### src/rtl/bca_pkg.sv
package bca_pkg;
    typedef enum logic [1:0] {
        ST_IDLE = 2'd0,
        ST_SKIP = 2'd1,
        ST_ACC  = 2'd2
    } seq_state_t;

    localparam logic [1:0] PH_PCOS = 2'd0;
    localparam logic [1:0] PH_MCOS = 2'd1;
    localparam logic [1:0] PH_PSIN = 2'd2;
    localparam logic [1:0] PH_MSIN = 2'd3;
endpackage

### src/rtl/bca_seq.sv
module bca_seq
    import bca_pkg::*;
#(
    parameter int NB       = 12,
    parameter int TURN_DIV = 8,
    parameter int NAVG     = 250,
    parameter int BW       = 4,
    parameter int TW       = 3,
    parameter int WW       = 8
) (
    input  logic          clk,
    input  logic          rst_n,
    input  logic          s_valid,
    input  logic          s_turn,
    output logic          take,
    output logic [1:0]    phase,
    output logic [BW-1:0] bkt,
    output logic          win_last
);
    seq_state_t    state_q, state_d;
    logic [TW-1:0] turn_q, new_turn;
    logic [1:0]    ph_q;
    logic [BW-1:0] bkt_q;
    logic [WW-1:0] win_q;
    logic          marker, row_end;

    // Output and decode process
    always_comb begin
        marker   = s_valid && s_turn;
        new_turn = (state_q == ST_IDLE || turn_q == TW'(TURN_DIV - 1)) ? '0 : turn_q + 1'b1;
        phase    = s_turn ? PH_PCOS : ph_q;
        bkt      = s_turn ? '0 : bkt_q;
        take     = s_valid && (s_turn ? (new_turn == '0) : (state_q == ST_ACC));
        row_end  = take && phase == PH_MSIN && bkt == BW'(NB - 1);
        win_last = (win_q == WW'(NAVG - 1));
    end

    // Next-state process
    always_comb begin
        state_d = state_q;
        unique case (state_q)
            ST_IDLE: if (marker) state_d = ST_ACC;
            ST_SKIP: if (marker) state_d = (new_turn == '0) ? ST_ACC : ST_SKIP;
            ST_ACC: begin
                if (marker)       state_d = (new_turn == '0) ? ST_ACC : ST_SKIP;
                else if (row_end) state_d = ST_SKIP;
            end
            default: state_d = ST_IDLE;
        endcase
    end

    // State register process
    always_ff @(posedge clk) begin
        if (!rst_n) state_q <= ST_IDLE;
        else        state_q <= state_d;
    end

    always_ff @(posedge clk) begin
        if (!rst_n) begin
            turn_q <= '0;
            ph_q   <= '0;
            bkt_q  <= '0;
            win_q  <= '0;
        end else begin
            if (marker) turn_q <= new_turn;
            if (take) begin
                ph_q  <= phase + 2'd1;
                bkt_q <= (phase == PH_MSIN) ? bkt + 1'b1 : bkt;
            end
            if (row_end) win_q <= win_last ? '0 : win_q + 1'b1;
        end
    end
endmodule

### src/rtl/bca_quad.sv
module bca_quad
    import bca_pkg::*;
#(
    parameter int SW = 12,
    parameter int MW = SW + 2
) (
    input  logic          clk,
    input  logic          rst_n,
    input  logic          ped_we,
    input  logic [1:0]    ped_sel,
    input  logic [SW-1:0] ped_wdata,
    input  logic          take,
    input  logic [1:0]    phase,
    input  logic [SW-1:0] sample,
    output logic [MW-1:0] mag
);
    logic [SW-1:0] ped_q [4];
    logic [SW-1:0] cap_pc, cap_mc, cap_ps;
    logic signed [MW-1:0] c_val, s_val;
    logic [MW-1:0] c_abs, s_abs;

    function automatic logic signed [MW-1:0] rel(input logic [SW-1:0] x, input logic [SW-1:0] p);
        return $signed({2'b00, x}) - $signed({2'b00, p});
    endfunction

    always_ff @(posedge clk) begin
        if (!rst_n) begin
            for (int i = 0; i < 4; i++) ped_q[i] <= '0;
        end else if (ped_we) begin
            ped_q[ped_sel] <= ped_wdata;
        end
    end

    always_ff @(posedge clk) begin
        if (!rst_n) begin
            cap_pc <= '0;
            cap_mc <= '0;
            cap_ps <= '0;
        end else if (take) begin
            unique case (phase)
                PH_PCOS: cap_pc <= sample;
                PH_MCOS: cap_mc <= sample;
                PH_PSIN: cap_ps <= sample;
                default: ;
            endcase
        end
    end

    always_comb begin
        c_val = rel(cap_pc, ped_q[0]) - rel(cap_mc, ped_q[1]);
        s_val = rel(cap_ps, ped_q[2]) - rel(sample, ped_q[3]);
        c_abs = c_val[MW-1] ? MW'(-c_val) : MW'(c_val);
        s_abs = s_val[MW-1] ? MW'(-s_val) : MW'(s_val);
        mag   = (c_abs >= s_abs) ? c_abs + (s_abs >> 1) : s_abs + (c_abs >> 1);
    end
endmodule

### src/rtl/bca_store.sv
module bca_store #(
    parameter int NB   = 12,
    parameter int MW   = 14,
    parameter int NAVG = 250,
    parameter int BW   = 4,
    parameter int RBW  = 5
) (
    input  logic           clk,
    input  logic           rst_n,
    input  logic           wr_en,
    input  logic [BW-1:0]  wr_bkt,
    input  logic           wr_last,
    input  logic [MW-1:0]  mag,
    input  logic           rd_req,
    input  logic [RBW-1:0] rd_bucket,
    output logic           rd_ready,
    output logic           rsp_valid,
    output logic [MW-1:0]  rsp_data,
    input  logic           rsp_ready
);
    localparam int AW = MW + $clog2(NAVG) + 1;
    localparam logic [AW-1:0] NAVG_W = AW'(NAVG);

    logic [AW-1:0] acc_q [NB];
    logic [MW-1:0] res_q [NB];
    logic [AW-1:0] sum;
    logic          rd_in_range;
    logic [BW-1:0] rd_idx;

    always_comb begin
        sum         = acc_q[wr_bkt] + AW'(mag);
        rd_ready    = !rsp_valid || rsp_ready;
        rd_in_range = rd_bucket < RBW'(NB);
        rd_idx      = BW'(rd_bucket);
    end

    always_ff @(posedge clk) begin
        if (!rst_n) begin
            for (int i = 0; i < NB; i++) begin
                acc_q[i] <= '0;
                res_q[i] <= '0;
            end
        end else if (wr_en) begin
            if (wr_last) begin
                res_q[wr_bkt] <= MW'(sum / NAVG_W);
                acc_q[wr_bkt] <= '0;
            end else begin
                acc_q[wr_bkt] <= sum;
            end
        end
    end

    always_ff @(posedge clk) begin
        if (!rst_n) begin
            rsp_valid <= 1'b0;
            rsp_data  <= '0;
        end else if (rd_req && rd_ready) begin
            rsp_valid <= 1'b1;
            rsp_data  <= rd_in_range ? res_q[rd_idx] : '0;
        end else if (rsp_ready) begin
            rsp_valid <= 1'b0;
        end
    end
endmodule

### src/rtl/bunch_avg.sv
module bunch_avg
    import bca_pkg::*;
#(
    parameter int SW       = 12,
    parameter int NB       = 12,
    parameter int NAVG     = 250,
    parameter int TURN_DIV = 8
) (
    input  logic                 clk,
    input  logic                 rst_n,
    input  logic                 s_valid,
    input  logic                 s_turn,
    input  logic [SW-1:0]        s_data,
    input  logic                 ped_we,
    input  logic [1:0]           ped_sel,
    input  logic [SW-1:0]        ped_wdata,
    input  logic                 rd_req,
    input  logic [$clog2(NB):0]  rd_bucket,
    output logic                 rd_ready,
    output logic                 rsp_valid,
    output logic [SW+1:0]        rsp_data,
    input  logic                 rsp_ready
);
    localparam int BW  = $clog2(NB);
    localparam int RBW = BW + 1;
    localparam int MW  = SW + 2;
    localparam int TW  = $clog2(TURN_DIV);
    localparam int WW  = $clog2(NAVG);

    logic          seq_take, seq_wlast;
    logic [1:0]    seq_phase;
    logic [BW-1:0] seq_bkt;
    logic [MW-1:0] q_mag;
    logic          wr_en;

    bca_seq #(.NB(NB), .TURN_DIV(TURN_DIV), .NAVG(NAVG), .BW(BW), .TW(TW), .WW(WW)) u_seq (
        .clk(clk), .rst_n(rst_n), .s_valid(s_valid), .s_turn(s_turn),
        .take(seq_take), .phase(seq_phase), .bkt(seq_bkt), .win_last(seq_wlast)
    );

    bca_quad #(.SW(SW), .MW(MW)) u_quad (
        .clk(clk), .rst_n(rst_n), .ped_we(ped_we), .ped_sel(ped_sel), .ped_wdata(ped_wdata),
        .take(seq_take), .phase(seq_phase), .sample(s_data), .mag(q_mag)
    );

    assign wr_en = seq_take && seq_phase == PH_MSIN;

    bca_store #(.NB(NB), .MW(MW), .NAVG(NAVG), .BW(BW), .RBW(RBW)) u_store (
        .clk(clk), .rst_n(rst_n), .wr_en(wr_en), .wr_bkt(seq_bkt), .wr_last(seq_wlast),
        .mag(q_mag), .rd_req(rd_req), .rd_bucket(rd_bucket), .rd_ready(rd_ready),
        .rsp_valid(rsp_valid), .rsp_data(rsp_data), .rsp_ready(rsp_ready)
    );
endmodule

### config.mk
export PLATFORM = sky130hd
export DESIGN_NAME = bunch_avg
export DESIGN_NICKNAME = d
export VERILOG_FILES = /design/src/rtl/bca_pkg.sv /design/src/rtl/bca_seq.sv /design/src/rtl/bca_quad.sv /design/src/rtl/bca_store.sv /design/src/rtl/bunch_avg.sv
export SDC_FILE = /design/constraint.sdc
export NUM_CORES = 1
export LEC_CHECK = 0
export CORE_ASPECT_RATIO = 0.8
export CORE_MARGIN = 3
export CORE_UTILIZATION = 40
export CTS_CLUSTER_SIZE = 30
export DETAILED_ROUTE_END_ITERATION = 10
export PLACE_DENSITY = 0.62
export SLEW_MARGIN = 20
export SYNTH_ARGS = -nofsm -noshare
export SYNTH_HDL_FRONTEND = slang
export SYNTH_SLANG_ARGS = --single-unit
### constraint.sdc
create_clock -name clk -period 20.6 [get_ports clk]
set_input_delay 4.12 -clock clk [delete_from_list [all_inputs] [get_ports clk]]
set_output_delay 4.12 -clock clk [all_outputs]
set_load 0.02 [all_outputs]
# Word-level counts from Yosys, hierarchy flattened
# Memory sizes are Yosys's and may differ from the RTL's.
# Index checks and enable logic that the tools add are counted.
[op_classes] n_mux=40 div=1 eq_ne=11 reduce_logical=19 bitwise_logic=1 n_lt_le_gt_ge=2 addsub=15
[op_table] operator="two-way mux 14 bit" n=5
[op_table] operator="subtractor 12 x 12 -> 13 bit" n=4
[op_table] operator="two-way mux 23 bit" n=2
[op_table] operator="adder 14 x 13 -> 14 bit" n=2
[op_table] operator="negator 14 bit" n=2
[op_table] operator="subtractor 14 bit" n=2
[op_table] operator="adder 23 x 14 -> 23 bit" n=1
[op_table] operator="divider 23 x 8 -> 23 bit, second input constant" n=1
[op_table] operator="OR reduction 23 bit" n=1
[op_table] operator="two-way mux 1 bit" n=18
[op_table] operator="two-way mux 4 bit" n=4
[op_table] operator=">= comparator 14 bit" n=1
[op_table] operator="two-way mux 2 bit" n=7
[op_table] operator="OR reduction 14 bit" n=1
[op_table] operator="two-way mux 12 bit" n=1
[op_table] operator="OR reduction 12 bit" n=1
[op_table] operator="adder 8 x 1 -> 8 bit, second input constant" n=1
[op_table] operator="equality test 8 bit, second input constant" n=1
[op_table] operator="two-way mux 8 bit" n=1
[op_table] operator="equality test 2 bit, second input constant" n=3
[op_table] operator="case mux 2 bit (3 select lines)" n=1
[op_table] operator="AND reduction 2 bit" n=3
[op_table] operator="logical AND 1 bit" n=5
[op_table] operator="< comparator 5 x 4 -> 1 bit, second input constant" n=1
[op_table] operator="other kinds (16)" n=20
[word_totals] n_memories=3 input_bits=38 ramBits=492 reg_bits=70
[memory_table] name="u_store.acc_q" depth=12 word_bits=23 read_ports=1 rd_clocked_by_memory_dff=0 write_ports=12 line="bca_store.sv:24" rtl="logic [AW-1:0] acc_q [NB];"
[memory_table] name="u_store.res_q" depth=12 word_bits=14 read_ports=1 rd_clocked_by_memory_dff=0 write_ports=12 line="bca_store.sv:25" rtl="logic [MW-1:0] res_q [NB];"
[memory_table] name="u_quad.ped_q" depth=4 word_bits=12 read_ports=4 rd_clocked_by_memory_dff=0 write_ports=4 line="bca_quad.sv:17" rtl="logic [SW-1:0] ped_q [4];"

# Depth between registers and ports, before layout
[logic_depth] word_depth=13 depth_mapped=99 ltp_nobuf=86

# By module
# A second synthesis with hierarchy kept.
[hier_totals] hier_cells=3465 area_unflattened_um2=38682.1
[modules_own_cells] mod="bca_store" seq_area_each_um2=16395.7 n_inst=1 area_each_um2=28858.9 cells_each=2316
[modules_own_cells] mod="bca_quad" seq_area_each_um2=2162.1 n_inst=1 area_each_um2=8640.8 cells_each=1016
[modules_own_cells] mod="bca_seq" seq_area_each_um2=380.4 n_inst=1 area_each_um2=1176.1 cells_each=132
[modules_own_cells] mod="bunch_avg" seq_area_each_um2=0.0 n_inst=1 area_each_um2=6.3 cells_each=1

# Worst setup path before layout
# Ideal clock, no wire load.
[synth_timing] path_kind="in2reg" startpoint="input port s_data[0]" endpoint="memory u_store.res_q[7][0] (data pin)" stages=87 path_buffers=6 required_ps=20341 setup_slack_ps=-1637 arrival_time_ps=21978 setup_time_ps=259 path_cell_list="inv_1 -> ha_1 -> fa_1 -> inv_1 -> a21oi_1 -> o21bai_1 -> xnor2_1 -> ha_1 -> inv_1 -> o21bai_1 -> a21oi_1 -> o21bai_1 -> a21oi_1 -> o21bai_1 -> a21oi_1 -> o21bai_1 -> nand2_1 -> a31oi_1 -> [51 not listed] -> o31a_4 -> or3_1 -> a21boi_2 -> or3_1 -> xnor2_1 -> mux2_2 -> a22o_1 -> or3_1 -> o41ai_2 -> o21a_4 -> a31oi_1 -> o22a_1 -> o21a_1 -> o311ai_1 -> nor3_1 -> a31oi_4 -> buf_6 -> nor2_1"
[synth_lines] element="start, declared" line="bunch_avg.sv:13" rtl="input logic [SW-1:0] s_data,"
[synth_lines] element="end, declared" line="bca_store.sv:25"

==> flow_summary_export.csv <==
group,metric,value,unit
run_status,status,"finished, violations left",
run_status,violations,"setup timing",
cells_and_area,final_nets,4512,
synthesis,synth_nets,3984,
placed_design,place_inst,5447,
cts,tritoncts,"built",
placed_design,hpwl,78400,um
setup_path,r2r_start,"u_quad.ped_q[1][0]",
setup_path,crit_slowest_cell,"or4_4",
floorplan,die_area,0.101,mm2
setup_path,critical_path_class,"in2reg",
timing,finalCritPeriodShare,1.02,
setup_path,cp-start-kind,"input pin",
synthesis,netlist_instances,3797,
setup_path,critPathLaunch,"s_data[0]",
setup_path,worstSetupEndpointType,"flip-flop",
drt,drc,0,
grt,grt_pass1_wl,181000,um
synthesis,postSynthAreaPerCell,10.2,um2
timing,slew_violations,0,
timing,setup_violations,12,
cells_and_area,layout-drive-gt1-share,0.262,
drt,via_count,31845,
timing,period_minus_slack,21.05,ns
cells_and_area,num_antenna_cells,0,
timing,fmax,0.0475,GHz
grt,grt-ovfl-total,0,
cells_and_area,final_cells,5662,
timing,clock_skew,0.0320,ns
setup_path,path_common_cell,"buf_4",
synthesis,ys_ff_latch,654,
synthesis,yosysWarnings,0,
cts,cts.hold.buffers_added,0,
synthesis,async_flop_share,0,
cts,htreeDepth,3,
grt,track_usage,0.227,
placed_design,gp_congestion,0.893,
setup_path,rr_worst_depth,90,
timing,rsz0062_at_grt,"yes",
grt,antenna_found_initial,0,
drt,dr.pass1.iters,6,
setup_path,r2r_slack,1.91,ns
synthesis,synth_area_leaders,"edfxtp_1 (45%), nor2_1 (5.5%), ha_1 (4.5%)",
cts,clk_latency,0.64,ns
drt,vias_per_cell,5.62,
cells_and_area,area_growth,26.3,%
grt,grt_max_degree,62,
grt,grt_pass1_vias,31146,
cells_and_area,fillCellCount,8447,
synthesis,synth.top_cell.area_share,0.452,
setup_path,crit_path_end,"u_store.res_q[9][0]",
floorplan,rows,101,
cts,cts_sinks,654,
cells_and_area,final_cell_mix,"buf_4 (606), edfxtp_1 (584), nor2_1 (551)",
cts,clk_pin_slew_worst_paths,0.07,ns
cts,cts_buffers,68,
drt,drt_iter0_drc,3126,
setup_path,critPathMaxFanout,7,
timing,worst_slew_pin_slew,1.28,ns
setup_path,cpPeakStageDelay,0.60,ns
timing,maxSlewHeadroom,0.142,
setup_path,critPathArrivalTime,21.41,ns
synthesis,synth_edf_count,584,
placed_design,port-buffer-count,53,
drt,routed_wl,118000,um
floorplan,ios,54,
min_path,hp-class,"reg2reg",
cts,clockBufferDepth,3,
cts,clock-root-buffer,"clkbuf_16",
timing,hold_viol_final,0,
setup_path,crit_required,20.96,ns
synthesis,synth.yosys.seq_area_share,0.488,
cells_and_area,layout_commonest_cell,"buf_4",
synthesis,ys_types,134,
floorplan,die_w,354,um
timing,final.setup.worst_slack,-0.446,ns
job,drv_cap,0,
floorplan,start_util,0.406,
drt,wire_per_inst,20.9,um
synthesis,yosys.area.top_type,"edfxtp_1",
drt,final_antenna_net_count,0,
synthesis,synth_area,0.0388,mm2
synthesis,synth_flop_cell,"edfxtp_1",
floorplan,die_y,285,um
setup_path,r2r_end,"u_store.res_q[9][0]",
floorplan,core,0.0955,mm2
cells in the mapped netlist (20+ instances only):
| library cell | instances |
|---|---|
| clkbuf_1 | 176 |
| xor2_1 | 54 |
| o21a_1 | 20 |
| mux4_2 | 44 |
| or3_1 | 26 |
| nor2b_1 | 95 |
| nor2_1 | 569 |
| o211ai_1 | 27 |
| mux2i_1 | 52 |
| o22ai_1 | 60 |
| a21oi_1 | 150 |
| nor3_1 | 46 |
| buf_2 | 23 |
| a211oi_1 | 64 |
| xnor2_1 | 114 |
| o21bai_1 | 38 |
| a31oi_1 | 82 |
| and2_1 | 68 |
| ha_1 | 140 |
| a21o_1 | 69 |
| and3_1 | 34 |
| dfxtp_1 | 70 |
| mux2_2 | 21 |
| a22oi_1 | 22 |
| inv_1 | 177 |
| edfxtp_1 | 584 |
| a21boi_0 | 44 |
| nand2_1 | 364 |
| nand3_1 | 74 |
| o21ai_0 | 74 |
| nand2b_1 | 41 |
worst min path at each step:
stage,from,endpoint,slack [ns],cells past startpoint
final,u_quad.cap_mc[0],u_quad.cap_mc[0],0.47,2
after global routing,u_quad.cap_ps[0],u_quad.cap_ps[0],0.49,2
after detailed placement,u_quad.cap_ps[0],u_quad.cap_ps[0],0.46,2
after global placement,u_quad.cap_ps[0],u_quad.cap_ps[0],0.46,2
after CTS,u_quad.cap_ps[0],u_quad.cap_ps[0],0.47,2
after floorplan,u_quad.cap_mc[0],u_quad.cap_mc[0],0.44,2
area by class of cell:
type | count | area (um2) | share of cell area
tap | 1287 | 1610 | 0.0328
clock buffer | 87 | 1800 | 0.0368
multi-input combinational | 2732 | 20200 | 0.411
sequential | 654 | 18900 | 0.386
clock inverter | 33 | 317 | 0.00646
inverter | 181 | 697 | 0.0142
timing repair buffer | 688 | 5490 | 0.112
stage by stage:
stage	hold slack (ns)	cell area (um2)	TNS (ns)	setup WS (ns)	utilization
6_report	0.466	49000	-5.09	-0.446	0.513
5_1_grt	0.489	49000	-18.23	-1.03	0.513
4_1_cts	0.468	47700	-2.20	-0.205	0.499
3_5_place_dp	0.460	44500	-69.98	-2.20	0.465
3_3_place_gp	0.455	44500	-57.00	-1.90	0.465
2_1_floorplan	0.443	39200	-6.33	-0.537	-
repair_timing:
item,CTS,global route
setup buffers,59,37
pin swaps,92,114
setup endpoints to repair,48,48
gates cloned,2,2
resized for setup,153,190
critical path, delay by kind of cell:
kind                       cells  cell delay, ns
AOI/OAI and AO/OA             39            7.79
xor gates and xnor gates       2            0.39
adders and majority gates      7            1.88
buffers and inverters         26            3.44
muxes                          2            0.64
and+or+nand+nor               14            3.13
sequential cells by signal (all words and copies together), names as in the netlist:
name	count
u_store.acc_q	368
u_store.res_q	168
u_quad.ped_q	48
u_store.rsp_data	14
u_quad.cap_mc	12
u_quad.cap_pc	12
u_quad.cap_ps	12
u_seq.win_q	8
u_seq.bkt_q	4
u_seq.turn_q	3
u_seq.ph_q	2
u_seq.state_q	2
u_store.rsp_valid	1
routing by layer:
layer	vias to the layer above	global-route usage	part of all wire	wire [um]
met5	-	0	0	0
met4	0	0.0508	0.019	2250
met3	156	0.0297	0.077	9090
met2	1167	0.363	0.46	54400
met1	15625	0.329	0.44	52600
li1	14897	-	-	-
kinds of logic after synthesis:
| group | synth area share |
|---|---|
| compound gates | 0.159 |
| xor+xnor | 0.0392 |
| flops | 0.488 |
| fa+ha+maj | 0.0513 |
| simple gates | 0.173 |
| mux | 0.0469 |
| buf+inv | 0.0428 |
Power is not shown: default switching activity piles up to over one toggle a cycle in this logic, so the estimate is an artifact.
